`src/rtl/msg_rx_fifo.sv`:
```
module msg_rx_fifo #(
  parameter int WORD_W         = 16,
  parameter int MAX_SLOTS      = 8,
  parameter int MSG_WORDS_LOG2 = 2,
  localparam int CNT_W = $clog2(MAX_SLOTS + 1),
  localparam int IDX_W = $clog2(MAX_SLOTS)
) (
  input  logic                      clk,
  input  logic                      rst_n,
  input  logic [CNT_W-1:0]          cfg_depth,
  input  logic [CNT_W-1:0]          cfg_wmark,
  input  logic                      wr_start,
  input  logic                      wr_valid,
  input  logic [WORD_W-1:0]         wr_data,
  input  logic                      wr_commit,
  input  logic                      wr_abort,
  input  logic                      rd_ack,
  input  logic [MSG_WORDS_LOG2-1:0] rd_sel,
  output logic [WORD_W-1:0]         rd_data,
  output logic                      rd_empty,
  output logic [CNT_W-1:0]          rd_level,
  input  logic                      flag_clr_we,
  input  logic [3:0]                flag_clr,
  input  logic [3:0]                irq_en,
  output logic [3:0]                flags,
  output logic                      irq
);
  localparam int MSG_WORDS = 1 << MSG_WORDS_LOG2;
  localparam int WCNT_W    = MSG_WORDS_LOG2 + 1;
  localparam int MEM_N     = 1 << (IDX_W + MSG_WORDS_LOG2);

  logic [WORD_W-1:0] mem [MEM_N];
  logic [CNT_W-1:0]  level, level_nx, depth;
  logic [IDX_W-1:0]  put, get;
  logic [WCNT_W-1:0] widx, widx_eff;
  logic              busy, drop, full_now, take_word, end_ok, push, lost, pop;
  logic [3:0]        set_vec;

  function automatic logic [IDX_W-1:0] step_idx(input logic [IDX_W-1:0] i,
                                                 input logic [CNT_W-1:0] d);
    return (CNT_W'(i) + CNT_W'(1) >= d) ? '0 : i + IDX_W'(1);
  endfunction

  function automatic logic wm_hit(input logic [CNT_W-1:0] l);
    return cfg_wmark != '0 && cfg_wmark <= depth && l >= cfg_wmark;
  endfunction

  function automatic logic full_hit(input logic [CNT_W-1:0] l);
    return depth != '0 && l == depth;
  endfunction

  assign depth     = (cfg_depth > CNT_W'(MAX_SLOTS)) ? CNT_W'(MAX_SLOTS) : cfg_depth;
  assign full_now  = level >= depth;
  assign widx_eff  = wr_start ? '0 : widx;
  assign take_word = wr_valid && (wr_start ? !full_now : (busy && !drop))
                     && widx_eff < WCNT_W'(MSG_WORDS);
  assign end_ok    = busy && !wr_start;
  assign push      = end_ok && wr_commit && !drop;
  assign lost      = end_ok && wr_commit && drop;
  assign pop       = rd_ack && level != '0;
  assign level_nx  = level + CNT_W'(push) - CNT_W'(pop);

  assign set_vec = {lost,
                    full_hit(level_nx) && !full_hit(level),
                    wm_hit(level_nx) && !wm_hit(level),
                    push};

  always_ff @(posedge clk or negedge rst_n) begin
    if (!rst_n) begin
      busy  <= 1'b0;
      drop  <= 1'b0;
      widx  <= '0;
      put   <= '0;
      get   <= '0;
      level <= '0;
      flags <= '0;
    end else begin
      if (wr_start) begin
        busy <= 1'b1;
        drop <= full_now;
      end else if (end_ok && (wr_commit || wr_abort)) begin
        busy <= 1'b0;
      end
      if (wr_start)       widx <= take_word ? WCNT_W'(1) : '0;
      else if (take_word) widx <= widx + WCNT_W'(1);
      if (push) put <= step_idx(put, depth);
      if (pop)  get <= step_idx(get, depth);
      level <= level_nx;
      flags <= (flags & ~(flag_clr_we ? flag_clr : 4'b0)) | set_vec;
    end
  end

  always_ff @(posedge clk) begin
    if (take_word) mem[{put, widx_eff[MSG_WORDS_LOG2-1:0]}] <= wr_data;
  end

  assign rd_data  = mem[{get, rd_sel}];
  assign rd_empty = level == '0;
  assign rd_level = level;
  assign irq      = |(flags & irq_en);

  assert_abort_hold_R3: assert property (@(posedge clk) disable iff (!rst_n)
    busy && wr_abort && !wr_commit && !wr_start && !rd_ack |=> rd_level == $past(rd_level));

  assert_drop_lost_R4: assert property (@(posedge clk) disable iff (!rst_n)
    busy && drop && wr_commit && !wr_start |=> flags[3]);

  assert_zero_depth_R5: assert property (@(posedge clk) disable iff (!rst_n)
    depth == '0 && rd_level == '0 && (!busy || drop) |=> rd_level == '0);

  assert_set_wins_R8: assert property (@(posedge clk) disable iff (!rst_n)
    push |=> flags[0]);

  assert_clear_R8: assert property (@(posedge clk) disable iff (!rst_n)
    flag_clr_we && flag_clr[0] && !push |=> !flags[0]);

  assert_empty_pop_R10: assert property (@(posedge clk) disable iff (!rst_n)
    rd_ack && rd_empty && !push |=> rd_empty);
endmodule

```
`config.mk`:
```
export PLATFORM = sky130hd
export DESIGN_NAME = msg_rx_fifo
export DESIGN_NICKNAME = d
export VERILOG_FILES = /design/src/rtl/msg_rx_fifo.sv
export SDC_FILE = /design/constraint.sdc
export NUM_CORES = 1
export LEC_CHECK = 0
export ABC_AREA = 1
export BUFFER_PORTS_ARGS = -buffer_cell sky130_fd_sc_hd__buf_4
export CAP_MARGIN = 15
export CORE_MARGIN = 4
export CORE_UTILIZATION = 56
export DETAILED_ROUTE_END_ITERATION = 6
export HOLD_SLACK_MARGIN = 0.03
export PLACE_DENSITY = 0.8
export SLEW_MARGIN = 20
export SYNTH_ARGS = -nofsm -noshare
export SYNTH_HDL_FRONTEND = slang
export SYNTH_SLANG_ARGS = --single-unit
```
`constraint.sdc`:
```
create_clock -name clk -period 3.8 [get_ports clk]
set_input_delay 0.38 -clock clk [delete_from_list [all_inputs] [get_ports clk]]
set_output_delay 0.38 -clock clk [all_outputs]
set_load 0.01 [all_outputs]
```
==> results of run 1 <==
## synthesized netlist by cell type, types with 2 or more instances
cell	n	area share [%]
o21ai_0	9	0.20
dfrtp_1	19	2.1
xor2_1	2	0.077
nand4_2	2	0.11
o211ai_1	2	0.066
nand3_1	407	9.0
nor3_1	10	0.22
nand2_1	770	13
edfxtp_1	512	68
nand4_1	8	0.22
a21oi_1	10	0.22
o22ai_1	4	0.11
buf_6	28	1.4
buf_1	4	0.066
clkbuf_1	21	0.35
inv_1	47	0.78
clkinv_1	2	0.033
buf_4	26	0.86
nor2_1	38	0.63
buf_2	29	0.64
ha_1	32	1.8
## per-stage QoR
stage / hold slack [ns] / util (%) / setup WS, ns / total power, uW / instance area, um^2
4_1_cts: 0.0311 / 63.1 / 0.684 / 14700 / 25100
2_1_floorplan: 0.0844 / - / 0.731 / 8740 / 22600
3_3_place_gp: 0.282 / 59.1 / 0.731 / 9960 / 23500
5_1_grt: 0.0596 / 63.1 / 0.542 / 15300 / 25100
3_5_place_dp: 0.288 / 59.1 / 0.689 / 10000 / 23500
6_report: 0.0477 / 63.1 / 0.645 / 14700 / 25100
## cell families (layout without fill, tap and decap cells)
group | Yosys count | in the layout
flops | 531 | 531
compound gates | 28 | 28
fa+ha+maj | 33 | 33
buf+inv | 160 | 262
other cells | 0 | 1
xor+xnor | 3 | 3
simple gates | 1236 | 1236
## final cells by class
cell class	count	area share, %
well taps	525	2.62
multi-input cells	1300	23.3
clock inverters	24	0.648
flip-flops and latches	531	63.1
repair buffers	126	4.13
inverters	50	0.777
clock buffers	62	5.42
diodes	1	0.00996
## power groups by stage
stage | Combinational (uW) | Clock (uW) | Sequential [uW]
4_1_cts | 3180 | 4730 | 6740
2_1_floorplan | 1890 | 0 | 6850
5_1_grt | 3530 | 4990 | 6750
3_5_place_dp | 3160 | 0 | 6860
3_3_place_gp | 3110 | 0 | 6850
6_report | 3220 | 4700 | 6740
## flip-flops by register name, summed over array words and instances (netlist names)
register	cells
get	3
widx	3
mem	512
put	3
rd_level	4
busy	1
flags	4
drop	1
## layer usage
metal / share of wire, % / wire [um] / up-vias / global-route usage, %
li1: - / - / 7040 / -
met1: 38 / 20900 / 7299 / 33.3
met2: 49 / 27100 / 863 / 42.3
met3: 10 / 5690 / 154 / 4.79
met4: 3.6 / 1990 / 0 / 8.71
met5: 0 / 0 / - / 0
## how the worst min path moves through the flow
stage	start	endpoint	slack [ns]	depth (start not counted)
finish	flag_clr[0]	flags[0]$_DFF_PN0_	0.05	4
global route	flag_clr[0]	flags[0]$_DFF_PN0_	0.06	4
CTS	flag_clr[0]	flags[0]$_DFF_PN0_	0.03	4
detailed placement	rst_n	flags[1]$_DFF_PN0_	0.29	1
global placement	rst_n	flags[1]$_DFF_PN0_	0.28	1
floorplan	rst_n	busy$_DFFE_PN0P_	0.08	0
## worst register-to-register path: stages (launching register included)
cell,delay [ns]
dfrtp_1,0.36
nand2_1,0.06
nor2_1,0.08
inv_1,0.06
nor2_1,0.26
inv_1,0.16
ha_1,0.30
inv_1,0.04
ha_1,0.20
fa_1,0.54
ha_1,0.34
inv_1,0.04
o21bai_1,0.12
nand3_1,0.08
nand3_1,0.08
nand4_1,0.09
nand2_1,0.06
## placed cells by master (no fill, tap or decap)
master	instances
clkbuf_8	1
nand4_1	8
buf_12	6
inv_8	1
clkinv_2	10
bufinv_16	2
a21oi_1	10
ha_1	32
o211ai_1	2
inv_6	1
nor3_1	2
inv_4	1
dfrtp_2	1
fa_1	1
clkbuf_1	9
nand4_2	2
edfxtp_1	512
o21ai_0	9
dlygate4sd3_1	4
o22ai_1	4
clkbuf_16	53
nor2_1	38
dfrtp_1	18
inv_1	45
buf_4	115
o21ai_1	1
nand3_1	407
inv_2	1
diode_2	1
o21bai_1	1
o31ai_1	1
nor3_2	8
nand2_1	770
xor2_1	2
clkinv_1	13
xnor2_1	1
nor2_4	1
==> flow_summary.ini, run 1 <==
[synth]
syn_avg_cell_area_um2 = 11.4
synth-edff-count = 512
synth_simple_gate_area_share_pct = 23.0
synthXorXnorAreaFrac_pct = 0.116
synth_compound_area_share_pct = 0.685
synth-async-reset-ratio_pct = 3.58
netlist_instances = 1991
synth_top_family_by_area = simple AND/OR/NAND/NOR gates
ys_seq_area_share_pct = 70.0
synth-seq-cells = 531
synth_fa_ha_area_share_pct = 1.86
synthMuxAreaShare_pct = 0
ys_warn_count = 0
yosys_most_used_dff = edfxtp_1
ys_types = 30
syn_area_um2 = 22600
synth_nets = 2066

[floorplanning]
num_rows = 73
coreArea_um2 = 39800
start_util_pct = 56.8
die_w_um = 209
fp.dieH_um = 209
io_pins = 68
die_area_um2 = 43700

[clock_tree]
cts-root-buf = clkbuf_16
cts_buffers = 51
clock-sinks = 531
clock_latency_ns = 0.57
cts_resized = 0
clkTransAtPathRegs_ns = 0.06
cts_tree = yes
h-tree-depth = 2
cts_setup_buffers = 0
ctsHoldBuffers = 4
clock_path_buffers = 3

[global_route]
grt_pass1_wl_mm = 85.9
grt_remaining_overflow = 0
antenna_found_initial = 0
grt_max_degree = 129
grt_pass1_vias = 15200
grt_util_all_layers_pct = 25.2

[finish]
multiInputGateArea_um2 = 5850
final_layout_size_suffix_gt1_share_pct = 9.70
regArea_um2 = 15900
syn_to_final_growth_pct = 11.0
fillerInstances = 2934
stdcell_count = 2619
layout.nets = 2135

[power_and_ir_drop]
p_leak_uw = 0.00965
p_int_uw = 10300
comb_power_share_pct = 22.0
pwr-share-seq_pct = 45.9
p_clk_share_pct = 32.1
p_per_area_nw_per_um2 = 584
power_switching_uw = 4370
switching_share_pct = 29.8
vdd_ir_drop_max_mv = 0.334

[setup_path]
worstSetupStartpointType = flip-flop
cp-startpoint = get[0]$_DFFE_PN0P_
path_buf_inv = 2
rrSetupSlack_ns = 0.88
cpPeakStageDelay_ns = 0.75
endpoint = rd_data[8]
cp_cell_sequence = buf_4 > nand3_1 > nand2_1 > nand2_1 > nand2_1 > nand2_1 > nand2_1 > buf_4
slowest_stage = buf_4
rr_endpoint = flags[1]$_DFF_PN0_
r2r_cells = 16
cpMostUsedCell = nand2_1
r2r-start = busy$_DFFE_PN0P_
cp.required_ns = 3.42
cp_max_fo = 67
worst-path-stages = 8
end_kind = primary output
path_class = reg2out
critPathArrivalTime_ns = 2.78
path_delay_family = buffers and inverters

[worst_hold_path]
min_path_type = in2reg

[drt]
dr.first_iter.drc_count = 1935
dr.pass1.iters = 6
via_per_inst = 5.86
route.detailed.drc = 0
drtAntennaViolNets = 0
wirelength_mm = 55.7
wire_per_inst_um = 21.3
num_vias = 15400

[sta]
min_period_ns = 3.16
layout_worst_path_cycle_share_pct = 83.0
finalMaxSlewViolations = 0
tightest_slew_ns = 1.07
grt_setup_unrepaired = false
finalHoldViolCount = 0
maxSlewHeadroom_pct = 28.6
setup_tns_ns = 0
finClkSkew_ns = 0.0180
setup_viol = 0
fmax_ghz = 0.317

[place]
portBuffers = 67
globalplace.congestion = 0.866
placed_cells = 2528
dp_hpwl_mm = 32.0

[run_status]
status = finished, final reports clean

[run]
maxCapViolCount = 0
(Power assumes the default switching activity.)
==> run 2, diff against run 1 <==
--- a/config.mk
+++ b/config.mk
@@ -5,14 +5,14 @@
 export SDC_FILE = /design/constraint.sdc
 export NUM_CORES = 1
 export LEC_CHECK = 0
-export ABC_AREA = 1
+export ABC_AREA = 0
 export BUFFER_PORTS_ARGS = -buffer_cell sky130_fd_sc_hd__buf_4
 export CAP_MARGIN = 15
 export CORE_MARGIN = 4
 export CORE_UTILIZATION = 56
 export DETAILED_ROUTE_END_ITERATION = 6
 export HOLD_SLACK_MARGIN = 0.03
-export PLACE_DENSITY = 0.8
+export PLACE_DENSITY = 0.83
 export SLEW_MARGIN = 20
 export SYNTH_ARGS = -nofsm -noshare
 export SYNTH_HDL_FRONTEND = slang
==> constraint.sdc (replaced) <==
create_clock -name clk -period 2.9 [get_ports clk]
set_input_delay 0.29 -clock clk [delete_from_list [all_inputs] [get_ports clk]]
set_output_delay 0.29 -clock clk [all_outputs]
set_load 0.01 [all_outputs]
==> flow_summary.ini, run 2 <==
[worst_hold_path]
min_path_type = in2reg
holdPathStages = 4
min_to = flags[1]$_DFF_PN0_
hold_start = flag_clr[1]

[drt]
route.detailed.drc = 0
num_vias = 11100
drtAntennaViolNets = 0
wirelength_mm = 51.9
dr.pass1.iters = 5
wire_per_inst_um = 31.6
via_per_inst = 6.75
dr.first_iter.drc_count = 1707

[synth]
synth_nets = 1049
synth_top_family_by_area = multiplexers
synth_commonest_cells = edfxtp_1 (512), mux4_2 (128), o22ai_1 (64)
synth_compound_area_share_pct = 3.15
synthMuxAreaShare_pct = 13.9
ys_warn_count = 0
synth_fa_ha_area_share_pct = 2.01
synth_simple_gate_area_share_pct = 2.98
yosys.cell_count.top_type = edfxtp_1
netlist_instances = 974
synth_top_area_cell = edfxtp_1
synth_top_cell_area_share_pct = 73.5
synth-edff-count = 512
syn_avg_cell_area_um2 = 21.5
synth.area.top_cells = edfxtp_1 (73%), mux4_2 (14%), dfrtp_1 (2.3%)
yosys_most_used_dff = edfxtp_1
ys_types = 45
synth-async-reset-ratio_pct = 3.58
syn_area_um2 = 20900
synth-seq-cells = 531
synthXorXnorAreaFrac_pct = 0.335
ys_seq_area_share_pct = 75.8

[global_route]
grt_max_degree = 42
grt_util_all_layers_pct = 25.9
antenna_found_initial = 0
grt_remaining_overflow = 0
grt_pass1_wl_mm = 77.9
grt_pass1_vias = 11400

[power_and_ir_drop]
vdd_ir_drop_max_mv = 0.512
p_leak_uw = 0.00808
power_uw = 18900
p_per_area_nw_per_um2 = 775

[setup_path]
cp_max_fo = 2
critPathArrivalTime_ns = 3.28
cpMostUsedCell = ha_4
worstSetupStartpointType = flip-flop
r2r-start = rd_level[2]$_DFF_PN0_
slowest_stage = dfrtp_1
cpPeakStageDelay_ns = 0.40
rrSetupSlack_ns = 0.06
r2r_cells = 15
cp.required_ns = 3.34
cp_cell_sequence = inv_2 > ha_4 > and3_4 > nand2b_4 > inv_2 > ha_4 > inv_1 > ha_4 > fa_2 > xor2_2 > ha_1 > o21ai_1 > a21oi_1 > o221ai_1 > o21ai_1
rr_endpoint = flags[1]$_DFF_PN0_
path_class = reg2reg
end_kind = flip-flop

[finish]
largest_register_ffs = 512
syn_to_final_growth_pct = 16.8
fillerInstances = 2125
antenna_cells = 0
layout.nets = 1214
final_layout_size_suffix_gt1_share_pct = 33.1
final_common_cell = edfxtp_1
most-common-layout-cells = edfxtp_1 (512), buf_4 (132), mux4_2 (128)
fin_area_um2 = 24400

[clock_tree]
cts_buffers = 50
h-tree-depth = 2
clock_latency_ns = 0.58
cts_tree = yes
cts-root-buf = clkbuf_16
clock-sinks = 531
clock_path_buffers = 3
clkTransAtPathRegs_ns = 0.06

[sta]
min_period_ns = 2.84
finClkSkew_ns = 0.0304
worst_slack_ns = 0.0570
maxSlewHeadroom_pct = 66.8
finalHoldViolCount = 0
finalMaxSlewViolations = 0
fmax_ghz = 0.352
grt_setup_unrepaired = true
hold_ws_ns = 0.0501
setup_viol = 0
layout_worst_path_cycle_share_pct = 98.0
tightest_slew_ns = 0.498

[place]
portBuffers = 67
dp_hpwl_mm = 29.7
place_ws_ns = -0.0459
globalplace.congestion = 0.867
dpl_cell_area_um2 = 22700

[floorplanning]
start_util_pct = 57.0
die_area_um2 = 40500
io_pins = 68
num_rows = 70
fp.dieH_um = 201
coreArea_um2 = 36700
die_w_um = 201

[run]
maxCapViolCount = 0

[run_status]
status = finished, final reports clean
## run 2: kinds of logic (layout without fill, tap and decap cells)
logic type | count (synthesis) | count (layout)
mux | 131 | 131
compound gates | 99 | 99
xor+xnor | 8 | 8
buf+inv | 65 | 268
simple gates | 107 | 107
flops | 531 | 531
fa+ha+maj | 33 | 33
## run 2: metrics by stage
stage,std cells,utilization (%),setup TNS [ns]
2_1_floorplan,974,-,0
3_3_place_gp,1547,61.7,0
3_5_place_dp,1547,61.7,-0.0459
4_1_cts,1642,66.4,0
5_1_grt,1645,66.6,-0.0518
6_report,1645,66.6,0
## run 2: power by group
part / switching, uW / total [uW] / internal, uW
sequential: 204 / 8830 / 8630
clock: 2820 / 6630 / 3800
combinational: 1930 / 3460 / 1530
total: 4960 / 18900 / 14000
## run 2: routing by layer
metal / part of all wire [%] / global-route usage, % / vias to the layer above
met3: 11 / 4.38 / 134
li1: - / - / 4447
met2: 50 / 42.9 / 826
met1: 35 / 36.2 / 5691
met4: 3.5 / 8.03 / 0
met5: 0 / 0 / -
## run 2: layout make-up
cell class | count | area [um^2] | area share [%]
clock inverters | 31 | 320 | 1.31
flip-flops and latches | 531 | 15900 | 64.9
repair buffers | 160 | 1510 | 6.16
multi-input cells | 378 | 4770 | 19.5
well taps | 468 | 586 | 2.40
inverters | 18 | 67.6 | 0.277
clock buffers | 59 | 1330 | 5.43
## run 2: worst max-delay path: cells and delay by family (launching register included)
family          cells  cell delay (ns)
fa+ha+maj           5             1.22
xor+xnor            1             0.17
simple gates        2             0.30
flops               1             0.40
buf+inv             3             0.18
compound gates      4             0.46
## run 2: worst max-delay path by stage
stage | from | to
6_report | rd_level[2]$_DFF_PN0_ | flags[1]$_DFF_PN0_
3_5_place_dp | rd_level[2]$_DFF_PN0_ | flags[1]$_DFF_PN0_
3_3_place_gp | rd_level[2]$_DFF_PN0_ | flags[1]$_DFF_PN0_
5_1_grt | rd_level[2]$_DFF_PN0_ | flags[1]$_DFF_PN0_
4_1_cts | rd_level[2]$_DFF_PN0_ | flags[1]$_DFF_PN0_
2_1_floorplan | rd_level[2]$_DFF_PN0_ | flags[1]$_DFF_PN0_
## run 2: repair_timing
action	4_1_cts	5_1_grt
hold endpoints to repair	21	0
resized for setup	2	14
pin swaps	1	7
buffers inserted	1	3
setup endpoints to repair	2	2
hold buffers	4	0
